## config.mk

```make
export PLATFORM = sky130hd
export DESIGN_NAME = cpwm_chain
export DESIGN_NICKNAME = d
export VERILOG_FILES = /design/src/rtl/cpwm_pkg.sv /design/src/rtl/cpwm_rst_sync.sv /design/src/rtl/cpwm_delay.sv /design/src/rtl/cpwm_period.sv /design/src/rtl/cpwm_chan.sv /design/src/rtl/cpwm_chain.sv
export SDC_FILE = /design/constraint.sdc
export NUM_CORES = 1
export LEC_CHECK = 0
export BUFFER_PORTS_ARGS = -buffer_cell sky130_fd_sc_hd__buf_4
export CORE_ASPECT_RATIO = 1.4
export CORE_MARGIN = 10
export CORE_UTILIZATION = 50
export DETAILED_ROUTE_END_ITERATION = 10
export PLACE_DENSITY = 0.72
export SYNTH_ARGS = -nofsm -noshare
export SYNTH_HDL_FRONTEND = slang
export SYNTH_SLANG_ARGS = --single-unit
```

## constraint.sdc

```tcl
create_clock -name clk_i -period 4.6 [get_ports clk_i]
set_input_delay 0.23 -clock clk_i [delete_from_list [all_inputs] [get_ports clk_i]]
set_output_delay 0.23 -clock clk_i [all_outputs]
set_load 0.02 [all_outputs]
```

## src/rtl/cpwm_pkg.sv

```systemverilog
package cpwm_pkg;

  typedef enum logic {
    DLY_IDLE  = 1'b0,
    DLY_COUNT = 1'b1
  } dly_state_e;

endpackage

```

## src/rtl/cpwm_rst_sync.sv

```systemverilog
module cpwm_rst_sync (
  input  logic clk_i,
  input  logic rst_ni,
  output logic rst_sn
);

  logic [1:0] sync_q;

  always_ff @(posedge clk_i or negedge rst_ni) begin
    if (!rst_ni) begin
      sync_q <= 2'b00;
    end else begin
      sync_q <= {sync_q[0], 1'b1};
    end
  end

  assign rst_sn = sync_q[1];

endmodule

```

## src/rtl/cpwm_delay.sv

```systemverilog
module cpwm_delay
  import cpwm_pkg::*;
#(
  parameter int DLY_W = 8
) (
  input  logic             clk_i,
  input  logic             rst_ni,
  input  logic             sync_in_i,
  input  logic [DLY_W-1:0] dly_i,
  output logic             fire_o
);

  localparam logic [DLY_W-1:0] ONE = DLY_W'(1);

  dly_state_e       state_q, state_d;
  logic [DLY_W-1:0] cnt_q, cnt_d;
  logic             cnt_en;

  // next-state: a fresh sync always reloads, even mid-countdown
  always_comb begin
    state_d = state_q;
    cnt_d   = cnt_q;
    fire_o  = 1'b0;
    cnt_en  = 1'b0;
    if (sync_in_i) begin
      if (dly_i == '0) begin
        fire_o  = 1'b1;
        state_d = DLY_IDLE;
      end else begin
        state_d = DLY_COUNT;
        cnt_d   = dly_i;
        cnt_en  = 1'b1;
      end
    end else if (state_q == DLY_COUNT) begin
      cnt_en = 1'b1;
      if (cnt_q == ONE) begin
        fire_o  = 1'b1;
        state_d = DLY_IDLE;
        cnt_d   = '0;
      end else begin
        cnt_d = cnt_q - ONE;
      end
    end
  end

  always_ff @(posedge clk_i or negedge rst_ni) begin
    if (!rst_ni) begin
      state_q <= DLY_IDLE;
    end else begin
      state_q <= state_d;
    end
  end

  always_ff @(posedge clk_i or negedge rst_ni) begin
    if (!rst_ni) begin
      cnt_q <= '0;
    end else if (cnt_en) begin
      cnt_q <= cnt_d;
    end
  end

endmodule

```

## src/rtl/cpwm_period.sv

```systemverilog
module cpwm_period #(
  parameter int CNT_W = 8
) (
  input  logic             clk_i,
  input  logic             rst_ni,
  input  logic             restart_i,
  input  logic             upd_en_i,
  input  logic [CNT_W-1:0] per_new_i,
  input  logic [CNT_W-1:0] duty_new_i,
  input  logic             carrier_i,
  output logic             pwm_o
);

  localparam int EXT_W = CNT_W + 1;

  logic             run_q, run_d;
  logic [CNT_W-1:0] cnt_q, cnt_d;
  logic [CNT_W-1:0] per_q, per_d;
  logic [CNT_W-1:0] duty_q, duty_d;
  logic [EXT_W-1:0] cnt_next_ext;
  logic             wrap;
  logic             per_start;
  logic             shadow_en;
  logic             wave;

  always_comb begin
    cnt_next_ext = {1'b0, cnt_q} + EXT_W'(1);
    wrap         = run_q && (cnt_next_ext >= {1'b0, per_q});
    per_start    = restart_i || wrap;
    shadow_en    = per_start && upd_en_i;
    run_d        = run_q || restart_i;
    if (per_start) begin
      cnt_d = '0;
    end else if (run_q) begin
      cnt_d = cnt_next_ext[CNT_W-1:0];
    end else begin
      cnt_d = cnt_q;
    end
    per_d  = shadow_en ? per_new_i  : per_q;
    duty_d = shadow_en ? duty_new_i : duty_q;
  end

  always_ff @(posedge clk_i or negedge rst_ni) begin
    if (!rst_ni) begin
      run_q <= 1'b0;
      cnt_q <= '0;
    end else begin
      run_q <= run_d;
      cnt_q <= cnt_d;
    end
  end

  always_ff @(posedge clk_i or negedge rst_ni) begin
    if (!rst_ni) begin
      per_q  <= '0;
      duty_q <= '0;
    end else if (shadow_en) begin
      per_q  <= per_d;
      duty_q <= duty_d;
    end
  end

  assign wave  = run_q && (cnt_q < duty_q);
  assign pwm_o = wave && carrier_i;

endmodule

```

## src/rtl/cpwm_chan.sv

```systemverilog
module cpwm_chan #(
  parameter int CNT_W = 8,
  parameter int DLY_W = 8
) (
  input  logic             clk_i,
  input  logic             rst_ni,
  input  logic             sync_in_i,
  input  logic             upd_en_i,
  input  logic [DLY_W-1:0] dly_i,
  input  logic [CNT_W-1:0] per_i,
  input  logic [CNT_W-1:0] duty_i,
  input  logic             carrier_i,
  output logic             pwm_o,
  output logic             sync_o
);

  logic fire;
  logic sync_q;

  cpwm_delay #(.DLY_W(DLY_W)) u_delay (
    .clk_i     (clk_i),
    .rst_ni    (rst_ni),
    .sync_in_i (sync_in_i),
    .dly_i     (dly_i),
    .fire_o    (fire)
  );

  cpwm_period #(.CNT_W(CNT_W)) u_period (
    .clk_i      (clk_i),
    .rst_ni     (rst_ni),
    .restart_i  (fire),
    .upd_en_i   (upd_en_i),
    .per_new_i  (per_i),
    .duty_new_i (duty_i),
    .carrier_i  (carrier_i),
    .pwm_o      (pwm_o)
  );

  // restart pulse aligned with the first cycle of the new period
  always_ff @(posedge clk_i or negedge rst_ni) begin
    if (!rst_ni) begin
      sync_q <= 1'b0;
    end else begin
      sync_q <= fire;
    end
  end

  assign sync_o = sync_q;

endmodule

```

## src/rtl/cpwm_chain.sv

```systemverilog
module cpwm_chain #(
  parameter int NCH   = 4,
  parameter int CNT_W = 8,
  parameter int DLY_W = 8
) (
  input  logic                 clk_i,
  input  logic                 rst_ni,
  input  logic                 start_i,
  input  logic                 upd_en_i,
  input  logic [NCH*DLY_W-1:0] dly_i,
  input  logic [NCH*CNT_W-1:0] per_i,
  input  logic [NCH*CNT_W-1:0] duty_i,
  input  logic [NCH-1:0]       carrier_i,
  output logic [NCH-1:0]       pwm_o,
  output logic [NCH-1:0]       sync_o
);

  logic           rst_sn;
  logic [NCH-1:0] chain_in;

  cpwm_rst_sync u_rst (
    .clk_i  (clk_i),
    .rst_ni (rst_ni),
    .rst_sn (rst_sn)
  );

  for (genvar k = 0; k < NCH; k++) begin : g_ch
    if (k == 0) begin : g_head
      assign chain_in[k] = start_i;
    end else begin : g_link
      assign chain_in[k] = sync_o[k-1];
    end

    cpwm_chan #(.CNT_W(CNT_W), .DLY_W(DLY_W)) u_chan (
      .clk_i     (clk_i),
      .rst_ni    (rst_sn),
      .sync_in_i (chain_in[k]),
      .upd_en_i  (upd_en_i),
      .dly_i     (dly_i[k*DLY_W +: DLY_W]),
      .per_i     (per_i[k*CNT_W +: CNT_W]),
      .duty_i    (duty_i[k*CNT_W +: CNT_W]),
      .carrier_i (carrier_i[k]),
      .pwm_o     (pwm_o[k]),
      .sync_o    (sync_o[k])
    );
  end

endmodule

```

==> After elaboration in Yosys (flattened, before gate mapping) <==
Cells that the tools add are included.
{ "totals": {"regBits": 142} }
{ "classes": {"mux": 64, "n_addsub": 8, "n_lt_le_gt_ge": 8, "reduce_logical": 40, "n_eq_ne": 8} }
{ "op_table": {"columns": ["operator", "count"], "rows": [
  ["$mux 8", 24],
  ["$mux 1", 40],
  ["$add 8x1->9 const B", 4],
  ["$ge 9x8->1", 4],
  ["$eq 8x1->1 const B", 4],
  ["$logic_not 8->1", 4],
  ["$lt 8x8->1", 4],
  ["$sub 8x1->8 const B", 4],
  ["$logic_and 1x1->1", 16],
  ["$reduce_bool 2->1", 8],
  ["$reduce_and 3->1", 4],
  ["$logic_or 1x1->1", 8],
  ["$ne 2x2->1 const B", 4]
]} }

==> Longest topological paths before layout <==
Gate-level depths: netlist (run 1).
{ "logic_depth": {"depth_word": 6, "depth_mapped": 12, "depth_no_buf": 10} }

==> Hierarchy <==
A second synthesis (run 1) with hierarchy kept.
{ "hier_totals": {"hier_cells": 795, "area_unflattened_um2": 8582.0} }
{ "by_module_without_submodules": {"columns": ["mod", "area_each_um2", "n_inst", "seq_area_each_um2", "cells_each"], "rows": [
  ["cpwm_period", 1493.9, 4, 625.6, 133],
  ["cpwm_delay", 613.1, 4, 225.2, 64],
  ["cpwm_chan", 25.0, 4, 25.0, 1],
  ["cpwm_rst_sync", 53.8, 1, 50.0, 3]
]} }

==> Least setup slack after synthesis (run 1) <==
OpenSTA, ideal clock, no wires.
{ "synth_timing": {"path_type": "reg2reg", "start": "register g_ch[1].u_chan.u_period.cnt_q[2]", "end": "register g_ch[1].u_chan.u_period.duty_q[6]", "synth_period_minus_slack_ns": 2.902, "setup_ns": 0.125, "t_arrival_ns": 2.777, "slack_ns": 1.698, "stages_incl_launch_ff": 12, "required_ns": 4.475, "path_buffers": 1, "cell_sequence": "dfrtp_1 and3_1 and3_1 nand3_1 xnor2_1 ha_1 and3_1 a221oi_1 o221ai_1 o21ai_2 buf_6 mux2_2"} }
{ "synth_via": {"elab_chain_len": 5} }
{ "synth_lines": {"columns": ["item", "line", "rtl"], "rows": [
  ["start: declaration", "cpwm_period.sv:17", "logic [CNT_W-1:0] cnt_q, cnt_d;"],
  ["start signal: assignment", "cpwm_period.sv:49", "cnt_q <= cnt_d;"],
  ["$add 8x1->9", "cpwm_period.sv:27", "cnt_next_ext = {1'b0, cnt_q} + EXT_W'(1);"],
  ["$ge 9x8->1", "cpwm_period.sv:28", "wrap = run_q && (cnt_next_ext >= {1'b0, per_q});"],
  ["$logic_and 1x1->1", "cpwm_period.sv:28", null],
  ["$logic_or 1x1->1", "cpwm_period.sv:29", "per_start = restart_i || wrap;"],
  ["$logic_and 1x1->1", "cpwm_period.sv:30", "shadow_en = per_start && upd_en_i;"],
  ["end signal: assignment", "cpwm_period.sv:59", "duty_q <= duty_d;"],
  ["end: declaration", "cpwm_period.sv:19", "logic [CNT_W-1:0] duty_q, duty_d;"]
]} }
No other way between the ends.
A chain may end at the register's enable or synchronous reset.

==> Worst setup path after layout (run 1) <==
{ "layout_timing": {"start": "register g_ch[3].u_chan.u_period.cnt_q[0]", "end": "register g_ch[3].u_chan.u_period.cnt_q[1]"} }
{ "layout_via": {"elab_chain_len": 5, "word_cells_on_any_way": 7} }
{ "layout_lines": {"columns": ["item", "line"], "rows": [
  ["start: declaration", "cpwm_period.sv:17"],
  ["start signal: assignment", "cpwm_period.sv:49"],
  ["$add 8x1->9 (*)", "cpwm_period.sv:27"],
  ["$ge 9x8->1", "cpwm_period.sv:28"],
  ["$logic_and 1x1->1", "cpwm_period.sv:28"],
  ["$logic_or 1x1->1", "cpwm_period.sv:29"],
  ["$mux 8 or $reduce_bool 2->1 (tied branches)", null]
]} }
Mark *: on every way between the ends. The rest lies on a longest branch, timed or not. The select of a mux whose other input is x is not followed.

==> results.tsv, run 1 <==
stage	metric	value	unit
timing	final worst path period share	74.5	%
worst_setup_path	Crit. End Element	flip-flop	
drt	drt initial violations	546	
drt	Routed WL	27.4	mm
final_layout	Util after Layout	57.1	%
timing	fmax	0.292	GHz
final_layout	most frequent cells in the layout	dfrtp_1, buf_4, inv_1	
power	Max VDD drop	291	uV
worst_setup_path	r2r startpoint	g_ch[3].u_chan.u_period.cnt_q[0]	
worst_setup_path	Max stage delay cell, worst path	a21oi_1	
synth	Primary FF master, synth	dfrtp_1	
grt	largest net degree at the start of global routing	99	
synth	Post-synth ARST share	100	%
cts	TritonCTS buffer count	17	
outcome	status	finished clean	
timing	Final Max Tran Viols	0	
cts	CTS Buffer Depth	2	
placement	routability congestion estimate	0.877	
min_path	min-delay src	duty_i[14]	
worst_setup_path	R2R cell count	11	
floorplanning	Core ar.	0.0204	mm^2
cts	setup bufs post-CTS	0	
synth	number of synthesized register bits	142	
timing	Final setup viols	0	
cts	htree depth	4	
worst_setup_path	worst stage delay on the critical path	700	ps
worst_setup_path	Worst Path Arrival	3770	ps
cts	number of hold buffers added after CTS	2	
synth	sequential fraction of the synthesis area	34.5	%
timing	final setup TNS	0	ps
grt	vias in the first global route	9305	
timing	Max-slew headroom	20.0	%
cts	clk slew on worst S/H paths	70	ps
timing	final hold vios	0	
placement	Area after DPL	0.0111	mm^2
final_layout	Ant. Diodes	0	
final_layout	layout net count	1386	
power	Sequential Power Share	33.1	%
synth	Synth Cell Area	0.0103	mm^2
worst_setup_path	critical path class	reg -> reg	
floorplanning	initial core utilization	50.4	%
placement	DP HPWL	18.8	mm
power	Cell Pwr Density	530	mW/mm^2
worst_setup_path	WP data required	4940	ps
drt	WL/cell	18.6	um
power	Int Pwr	3.68	mW
synth	Synth Instances	1168	
cts	Root Buffer	clkbuf_16	
drt	Pre-Repair DR Iteration Count	6	
cts	CTS Sinks	142	
final_layout	Area Growth Syn to Fin	13.3	%
power	Comb pwr share	44.9	%
synth	Synth area leader	dfrtp_1	
power	switching pwr	2.50	mW
floorplanning	Rows	62	
worst_setup_path	flop-to-flop setup slack	1170	ps
worst_setup_path	crit-path max FO	11	
synth	top cell type's share of synthesized area	34.5	%
grt	grt total ovfl	0	
timing	post-layout min period	3430	ps
synth	Post-Synthesis Net Count	1344	
placement	# port buffers	111	
synth	synth top area cells	dfrtp_1, ha_1, o2111ai_1	
final_layout	layout cells sized above 1	15.9	%
timing	Final Skew	19.1	ps
worst_setup_path	cells along the critical path	ha_1, nand3_1, nor2_1, xor2_1, ha_1, a211oi_1, o211ai_1, a21oi_1, buf_4, nand4_1, a21oi_1	
drt	via count	9343	
floorplanning	I/O pins	112	
power	static leakage	5.41	nW
final_layout	commonest non-fill, non-tap cell in the layout	dfrtp_1	
power	sw frac	40.5	%
grt	first-pass GRT wire length	46.1	mm
cts	Clk Latency, worst-skew pair	430	ps
floorplanning	Die ar.	0.0268	mm^2
final_layout	fin cells	1479	
min_path	Worst Hold Path Cells	2	
final_layout	fillcell total	1870	
synth	Syn Area/Cell	8.81	um^2
power	Power Total	6.18	mW
worst_setup_path	RR Endpoint	g_ch[3].u_chan.u_period.cnt_q[1]	
grt	initial antenna violation count	0	
timing	unrepaired setup endpoints after global routing	false	
floorplanning	Die Y	190	um
timing	worst-margin pin slew	1190	ps
min_path	Hold Path End	g_ch[1].u_chan.u_period.duty_q[6]	
drt	DRC violations left	0	
placement	Post-Place Cells	1445	
floorplanning	Die W	141	um
drt	post-route ant nets	0	
synth	Ys Warns	0	
cts	CTS tree	built	
synth	number of synthesized flops with an enable pin	0	
synth	Netlist cell types	76	
min_path	worst min-delay path class	in -> reg	
cts	CTS resizes	0	
final_layout	fin area	0.0117	mm^2
run	max-cap viol count	0	
worst_setup_path	crit start category	flip-flop	
drt	vias per cell	6.32	
power	Clock Power Share	21.9	%
grt	all-layer global routing usage	20.3	%
## kinds of logic after synthesis
kind of cell	after synthesis	synth area share, %
simple gates	439	24.1
compound gates	295	21.2
buf+inv	177	7.38
flops	142	34.5
fa+ha+maj	72	8.76
xor+xnor	24	2.04
mux	18	1.95
other cells	1	0.0365
## power by group through the flow
| stage | combinational [mW] | sequential [mW] | clock, mW |
|---|---|---|---|
| floorplan | 2.26 | 1.94 | 0 |
| global placement | 2.70 | 2.04 | 0 |
| detailed placement | 2.77 | 2.06 | 0 |
| CTS | 2.79 | 2.05 | 1.39 |
| global route | 3.18 | 2.11 | 1.44 |
| finish | 2.78 | 2.05 | 1.36 |
## cell usage after synthesis (all sizes together) (5+ instances only)
cell type / n
a311oi: 48
o2111ai: 55
nor2b: 12
nand2b: 19
nor3: 16
xor2: 10
nor4b: 9
or4: 5
and3: 12
ha: 72
nand2: 57
and2: 6
dfrtp: 142
buf: 42
a32o: 6
a21o: 21
a211oi: 13
nor3b: 11
a21oi: 44
o211ai: 8
a31oi: 5
inv: 77
mux2: 16
nand4b: 5
nand3: 72
nor2: 75
o21ai: 45
or3: 6
xnor2: 14
nand4: 56
nand3b: 12
o21a: 7
a32oi: 6
nor4: 55
clkbuf: 58
## metal layers
metal,share of wire (%),track usage (%)
met5,0,0
met4,2.1,8.04
met3,5.6,3.92
met2,51,35.2
met1,41,24.0
## worst max-delay path, delay by kind of cell, from the launching register on
family,cells,cell delay [ps]
compound gates,4,1350
simple gates,3,570
fa+ha+maj,2,520
flops,1,420
buf+inv,1,320
xor+xnor,1,170
## how the worst max path moves through the flow
| stage | startpoint | endpoint | cells after the start |
|---|---|---|---|
| floorplan | u_rst.sync_q[1] | g_ch[0].u_chan.sync_o | 0 |
| global placement | g_ch[1].u_chan.u_period.cnt_q[2] | g_ch[1].u_chan.u_period.duty_q[0] | 10 |
| detailed placement | g_ch[1].u_chan.u_period.cnt_q[2] | g_ch[1].u_chan.u_period.duty_q[4] | 10 |
| CTS | g_ch[1].u_chan.u_period.cnt_q[2] | g_ch[1].u_chan.u_period.duty_q[1] | 10 |
| global route | g_ch[3].u_chan.u_period.cnt_q[0] | g_ch[3].u_chan.u_period.cnt_q[2] | 11 |
| finish | g_ch[3].u_chan.u_period.cnt_q[0] | g_ch[3].u_chan.u_period.cnt_q[1] | 11 |
## stage by stage
step / worst slack (ps) / hold slack, ps
after floorplan: 351 / -65.6
after global placement: 1270 / 13.4
after detailed placement: 1150 / 14.8
after CTS: 1130 / 14.3
after global routing: 827 / 17.9
final: 1170 / 33.5
## sequential cells by signal, indices dropped and copies added (netlist names)
register,flops
g_ch.u_chan.u_period.run_q,4
g_ch.u_chan.u_period.per_q,32
g_ch.u_chan.u_delay.cnt_q,32
g_ch.u_chan.u_period.cnt_q,32
g_ch.u_chan.sync_o,4
g_ch.u_chan.u_period.duty_q,32
u_rst.sync_q,2
g_ch.u_chan.u_delay.state_q,4
## final cells by class
| type | instances | area (um^2) | area share, % |
|---|---|---|---|
| flip-flops and latches | 142 | 3560 | 30.5 |
| repair buffers | 123 | 941 | 8.08 |
| clock buffers | 18 | 439 | 3.77 |
| multi-input cells | 849 | 5970 | 51.3 |
| clock inverters | 14 | 131 | 1.13 |
| inverters | 77 | 289 | 2.48 |
| well taps | 256 | 320 | 2.75 |
Power figures use the tool's default switching activity.
==> run 2, diff against run 1 <==
- ABC_AREA: unset -> 1
- PLACE_DENSITY: 0.72 -> 0.7
- clock period: 4.6 -> 3.55 ns (I/O delays scaled with it)
==> run 2 against run 1 <==
Clock skew shrank 8.5 ps. Area after synthesis down 12%. Combinational power grew 45%. Cell area shrank 3.6%. Sequential cell count unchanged. Critical path type unchanged. First-iteration DRC count shrank 25%.
==> results.tsv, run 2 <==
stage	metric	value	unit	change
floorplanning	Die Y	180	um	-5.3%
timing	final worst path period share	70.7	%	-3.9 points
worst_setup_path	flop-to-flop setup slack	1040	ps	-130 ps
timing	unrepaired setup endpoints after global routing	false		
power	static leakage	5.94	nW	+9.8%
min_path	worst min-delay path class	in -> reg		
final_layout	layout net count	1470		+6.1%
placement	routability congestion estimate	0.905		+3.1%
synth	Synth Instances	1137		-2.7%
synth	Post-Synthesis Net Count	1313		-2.3%
synth	top cell type's share of synthesized area	39.1	%	+4.5 points
outcome	status	finished clean		
drt	drt initial violations	410		-25%
synth	Synth area leader	dfrtp_1		
cts	TritonCTS buffer count	17		unchanged
grt	initial antenna violation count	0		unchanged
grt	all-layer global routing usage	18.1	%	-2.1 points
drt	Pre-Repair DR Iteration Count	5		-1
synth	number of synthesized flops with an enable pin	0		unchanged
final_layout	most frequent cells in the layout	nand2_1, inv_1, dfrtp_1, buf_4, nand3_1		
floorplanning	Core ar.	0.0179	mm^2	-12%
timing	Final setup viols	0		unchanged
synth	Ys Warns	0		unchanged
synth	Syn Area/Cell	8.00	um^2	-9.2%
final_layout	fillcell total	1562		-16%
timing	post-layout min period	2510	ps	-920 ps
placement	# port buffers	111		unchanged
synth	sequential fraction of the synthesis area	39.1	%	+4.5 points
worst_setup_path	crit start category	flip-flop		
power	Max VDD drop	509	uV	+75%
placement	Area after DPL	0.0100	mm^2	-9.3%
drt	WL/cell	13.4	um	-28%
synth	Synth Cell Area	0.00909	mm^2	-12%
final_layout	fin area	0.0112	mm^2	-3.6%
worst_setup_path	Crit. End Element	flip-flop		
cts	Clk Latency, worst-skew pair	420	ps	about the same
final_layout	Area Growth Syn to Fin	23.5	%	
power	Cell Pwr Density	790	mW/mm^2	+49%
worst_setup_path	Worst Path Arrival	2810	ps	-960 ps
final_layout	Ant. Diodes	0		unchanged
grt	first-pass GRT wire length	36.7	mm	-20%
timing	fmax	0.399	GHz	+37%
worst_setup_path	crit-path max FO	18		+7
floorplanning	initial core utilization	50.7	%	+0.32 points
grt	vias in the first global route	8015		-14%
floorplanning	Die W	134	um	-5.1%
synth	Netlist cell types	42		-45%
cts	CTS Buffer Depth	2		unchanged
final_layout	commonest non-fill, non-tap cell in the layout	nand2_1		
grt	grt total ovfl	0		unchanged
cts	CTS Sinks	142		unchanged
synth	Post-synth top cells	nand2_1, inv_1, dfrtp_1		
timing	worst-margin pin slew	605	ps	-582 ps
synth	Primary FF master, synth	dfrtp_1		
drt	post-route ant nets	0		unchanged
floorplanning	Die ar.	0.0241	mm^2	-10%
drt	vias per cell	5.00		-21%
placement	DP HPWL	15.6	mm	-17%
cts	CTS tree	built		
timing	Final Max Tran Viols	0		unchanged
cts	Root Buffer	clkbuf_16		
run	max-cap viol count	0		unchanged
final_layout	layout cells sized above 1	17.3	%	+1.4 points
timing	Max-slew headroom	59.7	%	+40 points
timing	final setup TNS	0	ps	unchanged
synth	number of synthesized register bits	142		unchanged
synth	Post-synth ARST share	100	%	unchanged
cts	clk slew on worst S/H paths	60	ps	about the same
timing	Final Skew	10.5	ps	-8.55 ps
floorplanning	Rows	58		-6.5%
timing	final hold vios	0		unchanged
cts	htree depth	4		unchanged
drt	DRC violations left	0		unchanged
worst_setup_path	critical path class	reg -> reg		
worst_setup_path	WP data required	3850	ps	-1090 ps
grt	largest net degree at the start of global routing	64		-35%
drt	via count	7728		-17%
drt	Routed WL	20.8	mm	-24%
floorplanning	I/O pins	112		unchanged
synth	count leader, synth	nand2_1		
synth	synth top area cells	dfrtp_1, nand2_1, ha_1		
-- run 2: cell types whose count changed after synthesis, moves of 28 or more --
cell       previous run  this run
nor4_1               54         0
a311oi_1             48         0
clkbuf_1             55         2
o2111ai_1            55         0
nand2_2               0        41
inv_1                74       161
nand3_1              72       106
nand4_1              56        28
nand2_1              57       295
-- run 2: worst paths after layout --
path,from,end,cells past startpoint
max,g_ch[2].u_chan.u_period.cnt_q[0],g_ch[2].u_chan.u_period.cnt_q[7],14
min,duty_i[0],g_ch[0].u_chan.u_period.duty_q[0],3
max reg2reg,g_ch[2].u_chan.u_period.cnt_q[0],g_ch[2].u_chan.u_period.cnt_q[7],14
min reg2reg,u_rst.sync_q[1],g_ch[1].u_chan.u_period.per_q[7],0
max in group asynchronous,u_rst.sync_q[1],g_ch[0].u_chan.u_period.cnt_q[3],1
min in group asynchronous,rst_ni,u_rst.sync_q[1],2
-- run 2: final cells by class --
cell class	instances	area [um^2]	area share, %
inverter	166	638	5.68
timing repair buffer	165	1380	12.3
multi-input combinational	802	4680	41.7
sequential	142	3560	31.7
tap	240	300	2.67
clock inverter	11	211	1.88
clock buffer	21	460	4.10
-- run 2: stage by stage --
step / power [mW] / instances / utilization (%) / hold slack [ps] / worst slack [ps]
floorplan: 6.00 / 1137 / - / -118 / 1190
global placement: 6.68 / 1463 / 56.0 / -39.7 / 1100
detailed placement: 6.85 / 1463 / 56.0 / -39.0 / 1060
CTS: 8.98 / 1547 / 62.6 / 0.253 / 1010
global route: 9.82 / 1547 / 62.6 / 12.2 / 760
finish: 8.87 / 1547 / 62.6 / 10.7 / 1040
-- run 2: cells by family (layout without fill, tap and decap cells) --
family / count (synthesis) / after routing / synth area share [%]
buffers and inverters: 193 / 363 / 9.48
and+or+nand+nor: 569 / 569 / 30.3
DFF: 142 / 142 / 39.1
AOI/OAI and AO/OA: 121 / 121 / 7.48
adders and majority gates: 72 / 72 / 9.91
xor gates and xnor gates: 39 / 39 / 3.76
other: 1 / 1 / 0.0412
-- run 2: critical path, stage by stage (launching register included) --
cell,delay (ps)
dfrtp_1,420
ha_1,220
nand3_1,140
xor2_1,190
ha_1,300
nand2_1,60
nor2_1,100
nand2_1,60
nand3_1,60
nand2_1,50
nand2_1,50
nand2_1,80
nand2_2,290
nand2_1,190
and2_1,180
-- run 2: power by group --
group          total [mW]  switching [mW]  leakage [nW]  internal (mW)
sequential           2.79           0.519          1.75           2.28
combinational        4.03            2.45          3.86           1.58
clock                2.04           0.689         0.327           1.35
total                8.87            3.66          5.94           5.21
-- run 2: repair_timing --
item | CTS | global route
gates resized for setup | 0 | 0
setup buffers | 0 | 0
endpoints found under the hold margin | 53 | 0
hold buffers | 52 | 0
-- run 2: layer usage --
layer  GRT usage, %  up-vias  wire (um)  share of wire (%)
met5              0        -          0                  0
met4           5.72        0        316                1.5
met3           4.19       23        896                4.3
met2           32.5      147      10900                 52
met1           20.7     3592       8680                 42
li1               -     3966          -                  -
